--- src/rtl/ebs_pkg.sv ---
// Package: shared operation codes, command indices and sizes for the
// erase/protect busy sequencer. Assumes 6-bit command indices.
package ebs_pkg;

    localparam int IDX_W = 6;

    typedef enum logic [1:0] {
        OP_ERASE  = 2'b00,
        OP_WP_SET = 2'b01,
        OP_WP_CLR = 2'b10,
        OP_SELECT = 2'b11
    } ebs_op_e;

    localparam logic [IDX_W-1:0] IDX_GRP_START = 6'd35;
    localparam logic [IDX_W-1:0] IDX_GRP_END   = 6'd36;
    localparam logic [IDX_W-1:0] IDX_ERASE     = 6'd38;
    localparam logic [IDX_W-1:0] IDX_WP_SET    = 6'd28;
    localparam logic [IDX_W-1:0] IDX_WP_CLR    = 6'd29;
    localparam logic [IDX_W-1:0] IDX_SELECT    = 6'd7;

    typedef enum logic [1:0] {
        ST_IDLE,
        ST_ISSUE,
        ST_WAIT_RSP,
        ST_BUSY
    } seq_state_e;

    typedef enum logic [1:0] {
        BW_IDLE,
        BW_SETTLE,
        BW_SAMPLE
    } bw_phase_e;

endpackage

--- src/rtl/ebs_cmd_plan.sv ---
// Module: ebs_cmd_plan
// Maps an operation and a step number to the command index and argument to
// issue, and flags the last step. Purely combinational.
// Assumes: step stays below the step count of the operation (3 for erase, 1 otherwise).
module ebs_cmd_plan
    import ebs_pkg::*;
#(
    parameter int AW = 32
) (
    input  ebs_op_e          op,
    input  logic [1:0]       step,
    input  logic [AW-1:0]    start_arg,
    input  logic [AW-1:0]    end_arg,
    output logic [IDX_W-1:0] index,
    output logic [AW-1:0]    arg,
    output logic             last
);

    localparam logic [1:0] ERASE_LAST = 2'd2;

    // Select the command for the current step of the operation.
    always_comb begin
        index = IDX_SELECT;
        arg   = start_arg;
        last  = 1'b1;
        case (op)
            OP_ERASE: begin
                last = (step == ERASE_LAST);
                case (step)
                    2'd0:    begin index = IDX_GRP_START; arg = start_arg;   end
                    2'd1:    begin index = IDX_GRP_END;   arg = end_arg;     end
                    default: begin index = IDX_ERASE;     arg = '0;          end
                endcase
            end
            OP_WP_SET: index = IDX_WP_SET;
            OP_WP_CLR: index = IDX_WP_CLR;
            default:   index = IDX_SELECT;
        endcase
    end

endmodule

--- src/rtl/ebs_busy_wait.sv ---
// Module: ebs_busy_wait
// After a start pulse, waits SETTLE_CYC cycles and then samples dat0 on every
// cycle. It raises a one-cycle 'released' pulse on the first high sample, or a
// one-cycle 'timed_out' pulse after 'limit' consecutive low samples. A limit
// of 0 acts as 1, and a release wins over a timeout on the same sample.
// Assumes: start is raised only while active is low.
module ebs_busy_wait
    import ebs_pkg::*;
#(
    parameter int TO_W       = 24,
    parameter int SETTLE_CYC = 2
) (
    input  logic            clk,
    input  logic            rst_n,
    input  logic            start,
    input  logic            dat0,
    input  logic [TO_W-1:0] limit,
    output logic            active,
    output logic            released,
    output logic            timed_out
);

    localparam int SW = $clog2(SETTLE_CYC + 2);

    bw_phase_e       phase;
    logic [SW-1:0]   settle_cnt;
    logic [TO_W-1:0] low_cnt;
    logic [TO_W:0]   low_next;

    // Count of low samples, including the one taken in this cycle.
    assign low_next = {1'b0, low_cnt} + 1'b1;
    assign active   = (phase != BW_IDLE);

    // Settle, sample and time out the busy signal.
    always_ff @(posedge clk) begin
        if (!rst_n) begin
            phase      <= BW_IDLE;
            settle_cnt <= '0;
            low_cnt    <= '0;
            released   <= 1'b0;
            timed_out  <= 1'b0;
        end else begin
            released  <= 1'b0;
            timed_out <= 1'b0;
            case (phase)
                BW_IDLE: begin
                    low_cnt <= '0;
                    if (start) begin
                        settle_cnt <= SW'(SETTLE_CYC);
                        phase      <= (SETTLE_CYC == 0) ? BW_SAMPLE : BW_SETTLE;
                    end
                end
                BW_SETTLE: begin
                    if (settle_cnt <= SW'(1)) phase <= BW_SAMPLE;
                    else                      settle_cnt <= settle_cnt - 1'b1;
                end
                BW_SAMPLE: begin
                    if (dat0) begin
                        released <= 1'b1;
                        phase    <= BW_IDLE;
                    end else if (low_next >= {1'b0, limit}) begin
                        timed_out <= 1'b1;
                        phase     <= BW_IDLE;
                    end else begin
                        low_cnt <= low_next[TO_W-1:0];
                    end
                end
                default: phase <= BW_IDLE;
            endcase
        end
    end

    AST_RELEASE_ON_HIGH: assert property (@(posedge clk) disable iff (!rst_n)
        released |-> $past(dat0));
    AST_TIMEOUT_ON_LOW: assert property (@(posedge clk) disable iff (!rst_n)
        timed_out |-> !$past(dat0));
    AST_PULSES_EXCLUSIVE: assert property (@(posedge clk) disable iff (!rst_n)
        !(released && timed_out));
    AST_SETTLE_IGNORES: assert property (@(posedge clk) disable iff (!rst_n)
        (phase == BW_SETTLE) |=> !released && !timed_out);

endmodule

--- src/rtl/erase_busy_seq.sv ---
// Module: erase_busy_seq
// Runs an erase (three commands), a protect set or clear, or a select
// (one command each) through a command-issue interface. It then waits for the
// card's DAT0 busy to end, with a settle delay and a sample-count timeout.
// Assumes: cmd_done comes only after cmd_issue and is qualified by cmd_resp_ok.
module erase_busy_seq
    import ebs_pkg::*;
#(
    parameter int AW         = 32,
    parameter int TO_W       = 24,
    parameter int SETTLE_CYC = 2
) (
    input  logic             clk,
    input  logic             rst_n,
    input  logic             req_valid,
    input  logic [1:0]       req_op,
    input  logic [AW-1:0]    req_start_arg,
    input  logic [AW-1:0]    req_end_arg,
    input  logic [TO_W-1:0]  req_limit,
    output logic             req_ready,
    output logic             cmd_issue,
    output logic [IDX_W-1:0] cmd_index,
    output logic [AW-1:0]    cmd_arg,
    input  logic             cmd_done,
    input  logic             cmd_resp_ok,
    input  logic             dat0,
    output logic             done,
    output logic             err_resp,
    output logic             err_timeout
);

    seq_state_e       state;
    ebs_op_e          op_q;
    logic [1:0]       step_q;
    logic [AW-1:0]    start_q;
    logic [AW-1:0]    end_q;
    logic [TO_W-1:0]  limit_q;
    logic             last_step;
    logic             busy_start;
    logic             busy_active;
    logic             busy_release;
    logic             busy_timeout;

    ebs_cmd_plan #(.AW(AW)) u_plan (
        .op        (op_q),
        .step      (step_q),
        .start_arg (start_q),
        .end_arg   (end_q),
        .index     (cmd_index),
        .arg       (cmd_arg),
        .last      (last_step)
    );

    ebs_busy_wait #(.TO_W(TO_W), .SETTLE_CYC(SETTLE_CYC)) u_busy (
        .clk       (clk),
        .rst_n     (rst_n),
        .start     (busy_start),
        .dat0      (dat0),
        .limit     (limit_q),
        .active    (busy_active),
        .released  (busy_release),
        .timed_out (busy_timeout)
    );

    // Outputs taken from the state and from the busy waiter.
    assign req_ready   = (state == ST_IDLE);
    assign cmd_issue   = (state == ST_ISSUE);
    assign busy_start  = (state == ST_WAIT_RSP) && cmd_done && cmd_resp_ok && last_step;
    assign done        = busy_release;
    assign err_timeout = busy_timeout;

    // Step through the commands and hand the final wait to the busy waiter.
    always_ff @(posedge clk) begin
        if (!rst_n) begin
            state    <= ST_IDLE;
            op_q     <= OP_ERASE;
            step_q   <= '0;
            start_q  <= '0;
            end_q    <= '0;
            limit_q  <= '0;
            err_resp <= 1'b0;
        end else begin
            err_resp <= 1'b0;
            case (state)
                ST_IDLE: begin
                    if (req_valid) begin
                        op_q    <= ebs_op_e'(req_op);
                        step_q  <= '0;
                        start_q <= req_start_arg;
                        end_q   <= req_end_arg;
                        limit_q <= req_limit;
                        state   <= ST_ISSUE;
                    end
                end
                ST_ISSUE: state <= ST_WAIT_RSP;
                ST_WAIT_RSP: begin
                    if (cmd_done) begin
                        if (!cmd_resp_ok) begin
                            err_resp <= 1'b1;
                            state    <= ST_IDLE;
                        end else if (last_step) begin
                            state <= ST_BUSY;
                        end else begin
                            step_q <= step_q + 1'b1;
                            state  <= ST_ISSUE;
                        end
                    end
                end
                ST_BUSY: begin
                    if (busy_release || busy_timeout) state <= ST_IDLE;
                end
                default: state <= ST_IDLE;
            endcase
        end
    end

    // Remember the last index issued, for the ordering checks below.
    logic [IDX_W-1:0] prev_idx;
    always_ff @(posedge clk) begin
        if (!rst_n)         prev_idx <= '0;
        else if (cmd_issue) prev_idx <= cmd_index;
    end

    AST_ISSUE_ONE_CYCLE: assert property (@(posedge clk) disable iff (!rst_n)
        cmd_issue |=> !cmd_issue);
    AST_END_AFTER_START: assert property (@(posedge clk) disable iff (!rst_n)
        (cmd_issue && cmd_index == IDX_GRP_END) |-> prev_idx == IDX_GRP_START);
    AST_ERASE_AFTER_END: assert property (@(posedge clk) disable iff (!rst_n)
        (cmd_issue && cmd_index == IDX_ERASE) |-> prev_idx == IDX_GRP_END);
    AST_IDLE_NO_ISSUE: assert property (@(posedge clk) disable iff (!rst_n)
        req_ready |-> !cmd_issue && !busy_active);
    AST_DONE_NOT_READY: assert property (@(posedge clk) disable iff (!rst_n)
        done |-> !req_ready);
    AST_ERR_RESP_READY: assert property (@(posedge clk) disable iff (!rst_n)
        err_resp |-> req_ready && !busy_active);

endmodule

--- config.mk ---
export PLATFORM = sky130hd
export DESIGN_NAME = erase_busy_seq
export DESIGN_NICKNAME = d
export VERILOG_FILES = /design/src/rtl/ebs_pkg.sv /design/src/rtl/ebs_cmd_plan.sv /design/src/rtl/ebs_busy_wait.sv /design/src/rtl/erase_busy_seq.sv
export SDC_FILE = /design/constraint.sdc
export NUM_CORES = 1
export LEC_CHECK = 0
export BUFFER_PORTS_ARGS = -buffer_cell sky130_fd_sc_hd__buf_2
export CORE_AREA = 2 2 104 116
export DETAILED_ROUTE_END_ITERATION = 10
export DIE_AREA = 0 0 106 118
export GPL_TIMING_DRIVEN = 1
export PLACE_DENSITY = 0.9
export RECOVER_POWER = 25
export SYNTH_ARGS = -nofsm -noshare
export SYNTH_HDL_FRONTEND = slang
export SYNTH_SLANG_ARGS = --single-unit
--- constraint.sdc ---
create_clock -name clk -period 7.3 [get_ports clk]
set_clock_uncertainty 0.1 [all_clocks]
set_input_delay 1.095 -clock clk [delete_from_list [all_inputs] [get_ports clk]]
set_output_delay 1.095 -clock clk [all_outputs]
set_load 0.01 [all_outputs]
==> impl_results.md <==
- Primary FF master, synth: dfxtp_1
- Final RePlAce weighted congestion: 0.944
- Worst skew pair latency: 0.41 ns
- Most frequent cell after synthesis: nand2_1
- Post-layout min period: about 4.5 ns
- Vias: 5,872
- Synthesized area per cell: 7.74 µm²
- Ys async rst share: 0%
- Worst path required time: 7.52 ns
- Largest net degree at the start of global routing: 95
- Crit path top cell by count: nand3_1
- Power per standard cell area: ~250 nW/µm²
- Hold endpoint: end_q[6]
- Yosys top cell area share: 40.9%
- Worst path cell trace: ha_1 > nand3_1 > nor4_4 > nand3_1 > xnor2_1 > ha_1 > nand3_1 > nor4_1 > o21ai_0 > and3_1 > a311oi_1 > buf_4 > o21ai_0 > o31ai_1
- Post-DR vias/cell: about 5.5
- Clk slew on worst S/H paths: 0.06 ns
- Placed cell area: 6800 µm²
- CP Buf/Inv Count: 1
- Post-synth EDFFs: 0
- Routed WL: 15,700 µm
- Synth Cell Area: 6110 µm²
- HP Start: end_q[6]
- Grt ovf: 0
- CTS tree: built
- Hold Crit Class: register to register
- DR WL/cell: 14.8 µm
- Setup Viol. Count Final: 0
- Vias in the first global route: 5,616
- Input/output buffers: 138
- H-tree depth: 4
- Initial antenna violation count: 0
- FF+latch count, synth: roughly 130
- Synth top area cells: dfxtp_1, nand2_1, a21oi_1
- # fillers: 909
- Final nets: ~1,000
- Power, Total: ~1900 µW
- Root buffer cell: clkbuf_16
- Clock Sinks: 125
- WP depth: 14
- Final instance area: 7410 µm²
- Area added between synthesis and finish: 21.2%
- Flop2flop setup slack: approximately 2.8 ns
- Setup_tns: 0 ns
- Worst-case clock buffer depth: 2
- Initial Util: 53.9%
- Max stage delay on crit path: about 0.75 ns
- Post-route DRC violation count: 0
- Hold path cells: 2
- Sequential area share after synthesis: a little over 40%
- Max Slew Vio Count: 91
- Crit-path max FO: 7
- Boundary Pins: 139
- Postcts setup bufs: 0
- Die W: approximately 110 µm
- Cell at the slowest stage of the critical path: a311oi_1
- First-pass GRT wire length: 26,000 µm
- Detailed Route Iter0 Violations: a little over 400
- RR Startpoint: u_busy.low_cnt[0]
- # diodes: 0
- Routed Antenna Nets: 0
- Post-synth net total: just over 900
- # rows: 41
- Least-Margin Pin Slew: 3.82 ns
- Reg2Reg Depth: 14
- R2r endpoint: u_busy.low_cnt[17]
- Violated checks: capacitance limit, slew limit
- DRT Pass-1 Iters: 5
- Final period util: 62.3%
- Hold-fix buffers at CTS: 0
- Unrepaired setup endpoints after global routing: no
- Final Hold Vio Count: 0
- Global Route Usage Sum: 25.6%
- Cell taking the most area after synthesis: dfxtp_1
- Place WS: roughly 2.8 ns
- WS Path Type: register to register
- CP startpoint: u_busy.low_cnt[0]
- Max_slew headroom: -154%
- Leak: 0.00314 µW
- Core Area: roughly 11,000 µm²
- Num CTS Buffers: 17
- Max-cap violations: 1
- CTS-repair resized insts: 0
- Crit path capture type: register
- Synth cell types: 54
- CP Data Arrival Time: 4.77 ns
- Achievable Freq: 220 MHz
- Die height: roughly 120 µm
- Most instantiated cells after synthesis: nand2_1, dfxtp_1, a21oi_1
- Hold Slack: 0.352 ns
- CP top delay family: simple AND/OR/NAND/NOR gates
- CP Launch Type: register
- Die footprint: 12,500 µm²
- Share of cells above drive strength 1: 20.1%
- Yosys warns: 0
- Post-detail-place hpwl: between 10,000 and 15,000 µm
- Max VDD drop: between 200 and 250 µV
- Run status: complete, but fails checks
- Cells after synthesis: slightly below 800
- Final Worst Setup Slack: 2.75 ns
## state kept, by name (all words and copies together) (netlist names)
register,flops
end_q,32
start_q,32
limit_q,24
u_busy.low_cnt,24
op_q,2
state,2
step_q,2
u_busy.phase,2
u_busy.settle_cnt,2
err_resp,1
u_busy.released,1
u_busy.timed_out,1
## layout make-up
class,instances,area (µm²),area share (%)
Inverter,37,140,1.89
Tap cell,150,188,2.53
Sequential cell,125,2500,33.8
Timing Repair Buffer,144,727,9.81
Multi-Input combinational cell,573,3230,43.6
Clock buffer,22,484,6.53
Clock inverter,10,136,1.84
## report_power, final
part	switching [µW]	total [µW]	internal [µW]
clock network	294	866	572
registers	25.8	754	728
logic	161	270	110
## metal layers
| layer | wire length, µm | GRT usage [%] |
|---|---|---|
| met1 | 6230 | 29.4 |
| met2 | 7810 | 42.7 |
| met3 | 1080 | 7.97 |
| met4 | 570 | 12.5 |
| met5 | 0 | 0 |
## worst max path at each step
stage | endpoint | slack (ns)
floorplan | u_busy.low_cnt[6] | 3.41
global placement | u_busy.low_cnt[17] | 3.04
detailed placement | u_busy.low_cnt[17] | 2.85
CTS | u_busy.low_cnt[17] | 2.81
global route | u_busy.low_cnt[4] | 2.40
finish | u_busy.low_cnt[17] | 2.75
## metrics by stage
step                cells  utilization [%]
floorplan             790                -
CTS                  1061             65.5
global route         1061             65.4
global placement     1029             60.0
detailed placement   1029             60.0
finish               1061             65.4
## cells by family (layout without fill, tap and decap cells)
| family | after synthesis | count (layout) | synth area share, % |
|---|---|---|---|
| XOR/XNOR | 22 | 22 | 3.15 |
| adder cells (fa/ha/maj) | 32 | 32 | 6.55 |
| multiplexers | 3 | 3 | 0.491 |
| flip-flops | 125 | 125 | 40.9 |
| AO/OA/AOI/OAI | 197 | 197 | 19.5 |
| AND/OR/NAND/NOR | 319 | 319 | 23.1 |
| buffers and inverters | 92 | 213 | 6.24 |
## placed cells by master, fill, tap and decap left out, types with 3 or more instances in the layout
| cell type | count |
|---|---|
| mux2i_1 | 3 |
| a21oi_1 | 114 |
| nor3_1 | 6 |
| a22o_1 | 34 |
| o21a_1 | 3 |
| xnor2_1 | 14 |
| clkbuf_16 | 17 |
| or4_1 | 3 |
| o21ai_0 | 19 |
| clkbuf_8 | 4 |
| clkbuf_1 | 6 |
| nand4_1 | 9 |
| ha_1 | 32 |
| o31ai_1 | 8 |
| xor2_1 | 8 |
| nor2b_1 | 8 |
| dfxtp_1 | 125 |
| nand3b_1 | 3 |
| nand3_1 | 21 |
| inv_1 | 35 |
| nor2_1 | 25 |
| bufinv_16 | 3 |
| a31oi_1 | 4 |
| clkinv_2 | 4 |
| o211ai_1 | 3 |
| nand2b_1 | 5 |
| buf_2 | 134 |
| clkinvlp_4 | 3 |
| nand2_1 | 215 |
| and3_1 | 4 |
| buf_4 | 5 |
## tightest hold or removal path, cell delays in order, from the launching register on
cell,delay [ns]
dfxtp_1,0.30
nand2_1,0.05
a21oi_1,0.05
No activity file was read; power rests on OpenSTA's default activity.
